$ cat src/rtl/rf_pkg.sv
`timescale 1ns/1ps
package rf_pkg;
  typedef enum logic [1:0] {
    ACC_BIT   = 2'd0,
    ACC_BYTE  = 2'd1,
    ACC_WORD  = 2'd2,
    ACC_DWORD = 2'd3
  } acc_size_e;
endpackage

$ cat src/rtl/rf_write_merge.sv
`timescale 1ns/1ps
// Builds the post-write view of the visible words and the per-word enables.
module rf_write_merge import rf_pkg::*; #(
  parameter int WORD_W    = 16,
  parameter int NUM_WORDS = 8,
  localparam int WIDX_W   = $clog2(NUM_WORDS),
  localparam int BIT_W    = $clog2(WORD_W),
  localparam int LANE_W   = $clog2(WORD_W / 8),
  localparam int ADDR_W   = WIDX_W + BIT_W
) (
  input  logic                              clk,
  input  logic                              rst_n,
  input  logic                              wr_en,
  input  acc_size_e                         wr_size,
  input  logic [ADDR_W-1:0]                 wr_addr,
  input  logic [2*WORD_W-1:0]               wr_data,
  input  logic [NUM_WORDS-1:0][WORD_W-1:0]  cur_words,
  output logic [NUM_WORDS-1:0][WORD_W-1:0]  nxt_words,
  output logic [NUM_WORDS-1:0]              word_we,
  output logic                              wr_illegal
);
  logic [NUM_WORDS-1:0][WORD_W-1:0] mask_w;
  logic [NUM_WORDS-1:0][WORD_W-1:0] data_w;
  logic [LANE_W-1:0]                lane;

  assign lane       = wr_addr[LANE_W-1:0];
  assign wr_illegal = wr_en && (wr_size == ACC_DWORD) && wr_addr[0];

  always_comb begin
    for (int i = 0; i < NUM_WORDS; i++) begin
      mask_w[i] = '0;
      data_w[i] = '0;
      unique case (wr_size)
        ACC_BIT: begin
          if (wr_addr[BIT_W +: WIDX_W] == WIDX_W'(i))
            mask_w[i] = WORD_W'(1) << wr_addr[BIT_W-1:0];
          data_w[i] = {WORD_W{wr_data[0]}};
        end
        ACC_BYTE: begin
          if (wr_addr[LANE_W +: WIDX_W] == WIDX_W'(i))
            mask_w[i] = WORD_W'(8'hFF) << {lane, 3'b000};
          data_w[i] = {(WORD_W/8){wr_data[7:0]}};
        end
        ACC_WORD: begin
          if (wr_addr[WIDX_W-1:0] == WIDX_W'(i))
            mask_w[i] = '1;
          data_w[i] = wr_data[WORD_W-1:0];
        end
        default: begin
          if (!wr_addr[0] && (wr_addr[WIDX_W-1:1] == (WIDX_W-1)'(i / 2)))
            mask_w[i] = '1;
          data_w[i] = ((i % 2) == 1) ? wr_data[2*WORD_W-1:WORD_W]
                                     : wr_data[WORD_W-1:0];
        end
      endcase
      word_we[i]   = wr_en && (|mask_w[i]);
      nxt_words[i] = word_we[i] ? ((cur_words[i] & ~mask_w[i]) | (data_w[i] & mask_w[i]))
                                : cur_words[i];
    end
  end

  // a misaligned pair enables no word at all
  assert_misaligned_pair_blocked_R9: assert property (@(posedge clk) disable iff (!rst_n)
    wr_illegal |-> (word_we == '0))
    else $error("misaligned double word enabled a word");

  // sub-double accesses touch at most one word
  assert_single_word_touch_R8: assert property (@(posedge clk) disable iff (!rst_n)
    (wr_size != ACC_DWORD) |-> $onehot0(word_we))
    else $error("narrow write enabled several words");

  assert_pair_limit_R9: assert property (@(posedge clk) disable iff (!rst_n)
    $countones(word_we) <= 2)
    else $error("more than two words enabled");
endmodule

$ cat src/rtl/rf_read_port.sv
`timescale 1ns/1ps
// One combinational read port over the (post-write) visible words.
module rf_read_port import rf_pkg::*; #(
  parameter int WORD_W    = 16,
  parameter int NUM_WORDS = 8,
  localparam int WIDX_W   = $clog2(NUM_WORDS),
  localparam int BIT_W    = $clog2(WORD_W),
  localparam int LANE_W   = $clog2(WORD_W / 8),
  localparam int ADDR_W   = WIDX_W + BIT_W
) (
  input  acc_size_e                         rd_size,
  input  logic [ADDR_W-1:0]                 rd_addr,
  input  logic [NUM_WORDS-1:0][WORD_W-1:0]  words,
  output logic [2*WORD_W-1:0]               rd_data
);
  logic [WORD_W-1:0] byte_word;
  logic [LANE_W-1:0] lane;

  assign lane      = rd_addr[LANE_W-1:0];
  assign byte_word = words[rd_addr[LANE_W +: WIDX_W]];

  always_comb begin
    rd_data = '0;
    unique case (rd_size)
      ACC_BIT:  rd_data[0]        = words[rd_addr[BIT_W +: WIDX_W]][rd_addr[BIT_W-1:0]];
      ACC_BYTE: rd_data[7:0]      = byte_word[{lane, 3'b000} +: 8];
      ACC_WORD: rd_data[WORD_W-1:0] = words[rd_addr[WIDX_W-1:0]];
      default: begin
        if (!rd_addr[0])
          rd_data = {words[{rd_addr[WIDX_W-1:1], 1'b1}], words[{rd_addr[WIDX_W-1:1], 1'b0}]};
      end
    endcase
  end
endmodule

$ cat src/rtl/rf_bank_store.sv
`timescale 1ns/1ps
// Banked lower words plus shared upper words, with per-word clock enables.
module rf_bank_store #(
  parameter int WORD_W     = 16,
  parameter int NUM_WORDS  = 8,
  parameter int NUM_BANKED = 4,
  parameter int NUM_BANKS  = 4,
  localparam int BSEL_W     = $clog2(NUM_BANKS),
  localparam int NUM_SHARED = NUM_WORDS - NUM_BANKED,
  localparam int FLAT_W     = (NUM_BANKS * NUM_BANKED + NUM_SHARED) * WORD_W
) (
  input  logic                              clk,
  input  logic                              rst_n,
  input  logic [BSEL_W-1:0]                 bank_sel,
  input  logic [NUM_WORDS-1:0]              word_we,
  input  logic [NUM_WORDS-1:0][WORD_W-1:0]  word_nxt,
  output logic [NUM_WORDS-1:0][WORD_W-1:0]  vis_words,
  output logic [FLAT_W-1:0]                 store_flat
);
  logic [NUM_BANKS-1:0][NUM_BANKED-1:0][WORD_W-1:0] bank_q;
  logic [NUM_SHARED-1:0][WORD_W-1:0]                shared_q;
  logic [NUM_BANKS-1:0][NUM_BANKED-1:0]             bank_we;
  logic [NUM_SHARED-1:0]                            shared_we;

  // next-state enables
  always_comb begin
    for (int b = 0; b < NUM_BANKS; b++)
      for (int i = 0; i < NUM_BANKED; i++)
        bank_we[b][i] = word_we[i] && (bank_sel == BSEL_W'(b));
    for (int s = 0; s < NUM_SHARED; s++)
      shared_we[s] = word_we[NUM_BANKED + s];
  end

  // registers
  always_ff @(posedge clk or negedge rst_n) begin
    if (!rst_n) begin
      bank_q   <= '0;
      shared_q <= '0;
    end else begin
      for (int b = 0; b < NUM_BANKS; b++)
        for (int i = 0; i < NUM_BANKED; i++)
          if (bank_we[b][i]) bank_q[b][i] <= word_nxt[i];
      for (int s = 0; s < NUM_SHARED; s++)
        if (shared_we[s]) shared_q[s] <= word_nxt[NUM_BANKED + s];
    end
  end

  for (genvar i = 0; i < NUM_WORDS; i++) begin : g_vis
    if (i < NUM_BANKED) begin : g_banked
      assign vis_words[i] = bank_q[bank_sel][i];
    end else begin : g_shared
      assign vis_words[i] = shared_q[i - NUM_BANKED];
    end
  end

  assign store_flat = {bank_q, shared_q};

  for (genvar b = 0; b < NUM_BANKS; b++) begin : g_chk
    // a bank that is not selected keeps its contents
    assert_idle_bank_frozen_R3: assert property (@(posedge clk) disable iff (!rst_n)
      (bank_sel != BSEL_W'(b)) |=> $stable(bank_q[b]))
      else $error("unselected bank %0d changed", b);
  end

  // shared words change only through an enabled write
  assert_shared_hold_R4: assert property (@(posedge clk) disable iff (!rst_n)
    (word_we[NUM_WORDS-1:NUM_BANKED] == '0) |=> $stable(shared_q))
    else $error("shared word changed without a write");
endmodule

$ cat src/rtl/banked_regfile.sv
`timescale 1ns/1ps
module banked_regfile import rf_pkg::*; #(
  parameter int WORD_W     = 16,
  parameter int NUM_WORDS  = 8,
  parameter int NUM_BANKED = 4,
  parameter int NUM_BANKS  = 4,
  localparam int BSEL_W     = $clog2(NUM_BANKS),
  localparam int ADDR_W     = $clog2(NUM_WORDS) + $clog2(WORD_W),
  localparam int DATA_W     = 2 * WORD_W,
  localparam int NUM_SHARED = NUM_WORDS - NUM_BANKED,
  localparam int FLAT_W     = (NUM_BANKS * NUM_BANKED + NUM_SHARED) * WORD_W
) (
  input  logic              clk,
  input  logic              rst_n,
  input  logic [BSEL_W-1:0] bank_sel,
  input  logic              wr_en,
  input  logic [1:0]        wr_size,
  input  logic [ADDR_W-1:0] wr_addr,
  input  logic [DATA_W-1:0] wr_data,
  output logic              wr_illegal,
  input  logic [1:0]        ra_size,
  input  logic [ADDR_W-1:0] ra_addr,
  output logic [DATA_W-1:0] ra_data,
  input  logic [1:0]        rb_size,
  input  logic [ADDR_W-1:0] rb_addr,
  output logic [DATA_W-1:0] rb_data,
  output logic [WORD_W-1:0] sp_out
);
  logic                             rst_meta_n, rst_sync_n;
  logic [NUM_WORDS-1:0][WORD_W-1:0] cur_words, nxt_words;
  logic [NUM_WORDS-1:0]             word_we;
  logic [FLAT_W-1:0]                store_flat;

  // asynchronous assertion, synchronous release
  always_ff @(posedge clk or negedge rst_n) begin
    if (!rst_n) begin
      rst_meta_n <= 1'b0;
      rst_sync_n <= 1'b0;
    end else begin
      rst_meta_n <= 1'b1;
      rst_sync_n <= rst_meta_n;
    end
  end

  rf_bank_store #(
    .WORD_W(WORD_W), .NUM_WORDS(NUM_WORDS), .NUM_BANKED(NUM_BANKED), .NUM_BANKS(NUM_BANKS)
  ) u_store (
    .clk(clk), .rst_n(rst_sync_n), .bank_sel(bank_sel), .word_we(word_we),
    .word_nxt(nxt_words), .vis_words(cur_words), .store_flat(store_flat)
  );

  rf_write_merge #(.WORD_W(WORD_W), .NUM_WORDS(NUM_WORDS)) u_merge (
    .clk(clk), .rst_n(rst_sync_n), .wr_en(wr_en), .wr_size(acc_size_e'(wr_size)),
    .wr_addr(wr_addr), .wr_data(wr_data), .cur_words(cur_words),
    .nxt_words(nxt_words), .word_we(word_we), .wr_illegal(wr_illegal)
  );

  // both read ports see the post-write view: write-first bypass
  rf_read_port #(.WORD_W(WORD_W), .NUM_WORDS(NUM_WORDS)) u_rd_a (
    .rd_size(acc_size_e'(ra_size)), .rd_addr(ra_addr), .words(nxt_words), .rd_data(ra_data)
  );
  rf_read_port #(.WORD_W(WORD_W), .NUM_WORDS(NUM_WORDS)) u_rd_b (
    .rd_size(acc_size_e'(rb_size)), .rd_addr(rb_addr), .words(nxt_words), .rd_data(rb_data)
  );

  assign sp_out = cur_words[NUM_WORDS-1];

  // a flagged double-word write leaves all storage untouched
  assert_illegal_no_store_R9: assert property (@(posedge clk) disable iff (!rst_sync_n)
    wr_illegal |=> $stable(store_flat))
    else $error("flagged write modified storage");

  // the stack pointer moves only on a write
  assert_sp_hold_R5: assert property (@(posedge clk) disable iff (!rst_sync_n)
    !wr_en |=> $stable(sp_out))
    else $error("stack pointer changed without a write");

  // same-word read during a word write returns the new data
  assert_word_bypass_R10: assert property (@(posedge clk) disable iff (!rst_sync_n)
    (wr_en && wr_size == 2'd2 && ra_size == 2'd2 &&
     ra_addr[$clog2(NUM_WORDS)-1:0] == wr_addr[$clog2(NUM_WORDS)-1:0])
    |-> (ra_data == {{WORD_W{1'b0}}, wr_data[WORD_W-1:0]}))
    else $error("write-first bypass missing");
endmodule

$ cat config.mk
export PLATFORM = sky130hd
export DESIGN_NAME = banked_regfile
export DESIGN_NICKNAME = d
export VERILOG_FILES = /design/src/rtl/rf_pkg.sv /design/src/rtl/rf_write_merge.sv /design/src/rtl/rf_read_port.sv /design/src/rtl/rf_bank_store.sv /design/src/rtl/banked_regfile.sv
export SDC_FILE = /design/constraint.sdc
export NUM_CORES = 1
export LEC_CHECK = 0
export BUFFER_PORTS_ARGS = -buffer_cell sky130_fd_sc_hd__buf_2
export CORE_MARGIN = 2
export CORE_UTILIZATION = 50
export CTS_BUF_LIST = sky130_fd_sc_hd__clkbuf_2 sky130_fd_sc_hd__clkbuf_4 sky130_fd_sc_hd__clkbuf_8
export DETAILED_ROUTE_END_ITERATION = 10
export PLACE_DENSITY = 0.7
export SKIP_CTS_REPAIR_TIMING = 1
export SLEW_MARGIN = 20
export SYNTH_ARGS = -nofsm -noshare
export SYNTH_HDL_FRONTEND = slang
export SYNTH_SLANG_ARGS = --single-unit
export TNS_END_PERCENT = 5
$ cat constraint.sdc
create_clock -name clk -period 11.87 [get_ports clk]
set_input_delay 1.187 -clock clk [delete_from_list [all_inputs] [get_ports clk]]
set_output_delay 1.187 -clock clk [all_outputs]
set_load 0.05 [all_outputs]
# After elaboration in Yosys (flattened, before gate mapping)
# Index checks and enable logic that the tools add are counted.
word_totals:
  regBits: 322
  input_bits: 64
  out_inout_bits: 81
  elab_cells: 238
classes:
  magnitude_cmp: 13
  eq_ne: 34
  shift: 4
  muxes: 82
  n_bitwise: 32
  n_reduce_logical: 51
op_table:
  columns: ["cell", "count"]
  rows:
  - ["$mux 16", 48]
  - ["$pmux 16 s3", 9]
  - ["$bmux 16 s3", 6]
  - ["$and 16x16->16", 16]
  - ["$bmux 16 s2", 4]
  - ["$bmux 64 s2", 1]
  - ["$not 16->16", 8]
  - ["$or 16x16->16", 8]
  - ["$reduce_or 16->1", 8]
  - ["$mux 32", 2]
  - ["$mux 64", 1]
  - ["$pmux 7 s3", 2]
  - ["$lt 3x4->1 const B", 10]
  - ["$eq 3x3->1 const B", 12]
  - ["$pmux 16 s2", 1]
  - ["$pmux 8 s2", 2]
  - ["$shiftx 16x5->8", 2]
  - ["$logic_and 1x1->1", 30]
  - ["$eq 3x2->1 const B", 6]
  - ["$eq 2x2->1 const B", 8]
  - ["$shl 1x4->16 const A", 1]
  - ["$shl 8x4->16 const A", 1]
  - ["$eq 2x1->1 const B", 5]
  - ["$logic_not 2->1", 5]
  - ["10 further kinds", 20]

# Longest topological paths before layout
depth:
  word_depth: 13
  depth_mapped: 16
  ltp_nobuf: 11

# Hierarchy
# Synthesis repeated with hierarchy kept, for this count alone.
unflattened:
  hier_cells: 2149
  area_unflattened_um2: 26492.9
by_module_without_submodules:
  columns: ["mod", "instances", "cells_per_inst", "area_each_um2", "seq_area_each_um2"]
  rows:
  - ["rf_bank_store", 1, 826, 14316.2, 8007.7]
  - ["rf_read_port", 2, 342, 3748.6, 0.0]
  - ["rf_write_merge", 1, 636, 4625.7, 0.0]
  - ["banked_regfile", 1, 3, 53.8, 50.0]

# Worst setup path before layout
# No wires, ideal clock.
synth_timing:
  path_kind: "input port to output port"
  startpoint: "input port wr_size[1]"
  endpoint: "output port rb_data[1]"
  t_arrival_ns: 4.462
  required_ns: 10.683
  path_slack_ns: 6.221
  stages: 12
  path_buffers: 5
  path_cell_list: "buf_6 -> or3b_1 -> buf_6 -> buf_8 -> buf_8 -> buf_2 -> nor3_1 -> o221ai_1 -> mux2i_1 -> mux4_2 -> mux4_2 -> o21ai_1"
synth_via:
  elab_chain_cells: 10
  elab_cells_between_ends: 78
  cone_classes: "eq/ne: 2; shift: 1; mux: 26; bitwise: 32; reduce/logical: 17"
synth_rtl:
  columns: ["element", "line_no", "text"]
  rows:
  - ["start, declared", "banked_regfile.sv:17", "input logic [1:0] wr_size,"]
  - ["branches (longest 9 deep; another with $pmux 16 s3)", null, null]
  - ["$pmux 7 s3 *", "rf_read_port.sv:24", "unique case (rd_size)"]
  - ["end, declared", "banked_regfile.sv:26", "output logic [DATA_W-1:0] rb_data,"]
# Every way passes the cells marked *. The select of a mux whose other input is x is not followed.

# Worst setup path after layout
layout_timing:
  startpoint: "input port wr_addr[2]"
  endpoint: "output port rb_data[0]"
layout_via:
  elab_chain_cells: 13
  elab_cells_between_ends: 130
  cone_classes: "eq/ne: 17; shift: 2; mux: 56; bitwise: 32; reduce/logical: 23"
layout_rtl:
  columns: ["element", "line_no", "text"]
  rows:
  - ["start, declared", "banked_regfile.sv:18", "input logic [ADDR_W-1:0] wr_addr,"]
  - ["branches (longest 12 deep; another with $mux 16)", null, null]
  - ["$pmux 1 s3 *", "rf_read_port.sv:24", null]
# Marks and branches as above.

==> impl_metrics.json <==
{
  "status": "finished clean",
  "rrSetupSlack_ns": 9.19,
  "endpoint": "rb_data[0]",
  "routed_wl_mm": 98.92,
  "worstReg2RegStart": "rst_sync_n$_DFF_PN0_",
  "p_comb_share_pct": 40.9,
  "synthesis.nets": 2612,
  "synth_top_area_share_pct": 32.28,
  "fin_crit_sh_pct": 59.20,
  "muxShareOfSynthArea_pct": 29.24,
  "start_kind": "input pin",
  "synth_xor_area_share_pct": 0.07018,
  "firstDrtPassIters": 6,
  "numCtsBuffers": 55,
  "die_w_um": 227.4,
  "timing.slew.headroom_pct": 20.89,
  "dp_slack_ns": 4.938,
  "fill_cells": 4359,
  "power_frac_seq_pct": 34.1,
  "grt_pass1_vias": 21570,
  "syn_area_per_cell_um2": 9.796,
  "dieArea_um2": 51720,
  "cellPowerDensity_nw_per_um2": 159.8,
  "via_count": 22846,
  "nets": 2602,
  "endpoint_kind": "output port",
  "core_um2": 49150,
  "syn_area_um2": 24960,
  "r2r-end": "u_store.store_flat[54]$_DFFE_PN0N_",
  "drt-initial-drc-count": 3555,
  "place_inst": 3145,
  "worst_slack_ns": 4.844,
  "p_leak_nw": 10.96,
  "synthAdderAreaFrac_pct": 0,
  "clk_pin_slew_ns": 0.05,
  "synth_top_family_by_area": "multiplexers",
  "ys_top_cells_by_area": "dfrtp_1 32%, mux4_2 19%, mux2i_1 6.5%",
  "finalHoldViolCount": 0,
  "fin_cells": 3240,
  "yosysTopAreaCell": "dfrtp_1",
  "synthArstFlopShare_pct": 100.0,
  "wl_per_cell_um": 30.53,
  "min_path_type": "input pin to asynchronous set/reset pin",
  "synth_compound_area_share_pct": 17.74,
  "ys_ff_latch": 322,
  "gr-usage-all-layers_pct": 38.33,
  "initial_utilization_pct": 50.78,
  "antenna_found_initial": 4,
  "io_pins": 145,
  "drc": 0,
  "drtAntennaViolNets": 0,
  "drv_cap": 0,
  "path_max_fanout": 54,
  "globalRouteOverflowTotal": 0,
  "max_freq_mhz": 142.3,
  "timing.hold.ws_ns": 0.3056,
  "period_needed_ns": 7.026,
  "critPathKind": "input pin to output port",
  "vias_per_cell": 7.051,
  "h-tree-depth": 2,
  "synth_edf_count": 0,
  "clockPowerShare_pct": 24.9,
  "crit_arrival_ns": 5.84,
  "worst_slew_pin_slew_ns": 1.154,
  "finalSetupTns_ns": 0,
  "cts_tree": "yes",
  "io_buffers": 144,
  "fp-row-count": 81,
  "ys_warn_count": 0,
  "startpoint": "wr_addr[2]",
  "synth_ff_type": "dfrtp_1",
  "grt_max_degree": 80,
  "vdd_drop_max_mv": 0.1300,
  "switching_share_pct": 40.21,
  "place_congestion": 1.026,
  "area_growth_syn_to_layout_pct": 7.545,
  "clock_latency_ns": 0.69,
  "seq_area_frac_synth_pct": 32.28,
  "cts_sinks": 322,
  "worstPathRequired_ns": 10.68,
  "setup_viol": 0,
  "switchingPower_mw": 1.725,
  "dp_hpwl_mm": 72.08,
  "grt_pass1_wl_mm": 144.6,
  "fin_worst_skew_ns": 0.03360,
  "die_y_um": 227.4,
  "drive_above_1_share_pct": 24.61,
  "synth-simple-area-share_pct": 14.22,
  "finalMaxSlewViolations": 0,
  "post-route-util_pct": 54.61,
  "rsz0062_at_grt": "no",
  "intPower_mw": 2.564,
  "root_buffer": "clkbuf_8",
  "reg2reg_depth": 2,
  "synthCells": 2548,
  "cts_max_path_buffers": 3,
  "synthDistinctLibCells": 108
}
## placed cells by master, fill, tap and decap left out, drive strengths merged, types with 56 or more instances in the layout
cell      n
nand3    65
mux2     56
nand2   299
clkbuf   83
mux2i   171
nor2    146
inv      88
dfrtp   322
o21ai   309
a21oi   105
mux4    217
buf     197
nor3     88
## layout make-up
type | instances | area [um^2] | area share [%]
antenna | 4 | 10.01 | 0.03729
clock buffer | 83 | 1055 | 3.930
multi-input combinational | 1875 | 15340 | 57.15
timing repair buffer | 197 | 1129 | 4.205
inverter | 87 | 326.6 | 1.217
sequential | 322 | 8061 | 30.03
tap | 664 | 830.8 | 3.095
clock inverter | 8 | 88.84 | 0.3310
## cell families (layout without fill, tap and decap cells)
| kind of cell | Yosys count | count (layout) |
|---|---|---|
| simple gates | 735 | 735 |
| compound gates | 693 | 693 |
| mux | 444 | 444 |
| buf+inv | 351 | 375 |
| flops | 322 | 322 |
| xor+xnor | 2 | 2 |
| other cells | 1 | 5 |
## power groups by stage
stage	clock, mW	combinational [mW]	sequential [mW]
after detailed placement	0	1.70	1.48
final	1.07	1.76	1.46
after global placement	0	1.66	1.46
after global routing	1.13	1.83	1.49
after CTS	1.08	1.70	1.46
after floorplan	0	1.18	1.44
## metrics by stage
step	total power [mW]	instance area, um^2
floorplan	2.620	24960
global placement	3.123	25650
detailed placement	3.175	25650
CTS	4.238	26800
global route	4.449	26840
finish	4.289	26840
## registers in the layout, summed over array words and instances, names as in the netlist
name                cells
u_store.store_flat    320
rst_meta_n              1
rst_sync_n              1
## critical path, cell delays in order
cell and delay (ns):
buf_2 0.65, nand4bb_1 0.42, o22ai_1 0.75, o21ai_0 0.38
mux2i_1 0.71, mux2i_1 0.16, a211oi_1 0.37, nor3_1 0.08
or4_1 0.58, and4_1 0.27, buf_2 0.22
## Yosys cell counts (9+ instances only)
library cell  count
dfrtp_1         322
nand2_1         298
o21ai_0         277
mux4_2          216
clkbuf_1        166
mux2i_1         163
nor2_1          144
a21oi_1         102
nor3_1           84
inv_1            81
nand3_1          65
mux2_2           54
o211ai_1         51
buf_2            39
o22ai_1          36
a22o_1           29
buf_4            28
o21ai_1          27
nand2b_1         23
o221ai_1         20
nor2b_1          19
a211oi_1         17
buf_6            15
buf_1            14
a21o_1           12
a31oi_1          11
or3_1            11
a2111oi_0        10
and2_1           10
a221oi_1          9
a22oi_1           9
nand4bb_1         9
## per-layer routing
layer	up-vias	global-route usage [%]	wire [um]
li1	9587	-	-
met1	11345	51.31	37640
met2	1594	56.87	43740
met3	318	10.91	11860
met4	2	19.80	5658
met5	-	0	11
## how the worst min path moves through the flow
stage	start	to	slack, ns	cells past startpoint
floorplan	rst_meta_n$_DFF_PN0_	rst_sync_n$_DFF_PN0_	0.33	0
global placement	rst_meta_n$_DFF_PN0_	rst_sync_n$_DFF_PN0_	0.34	0
detailed placement	rst_meta_n$_DFF_PN0_	rst_sync_n$_DFF_PN0_	0.34	0
CTS	rst_n	rst_sync_n$_DFF_PN0_	0.27	1
global route	rst_n	rst_sync_n$_DFF_PN0_	0.28	1
finish	rst_n	rst_sync_n$_DFF_PN0_	0.31	1
(Power assumes the default switching activity.)
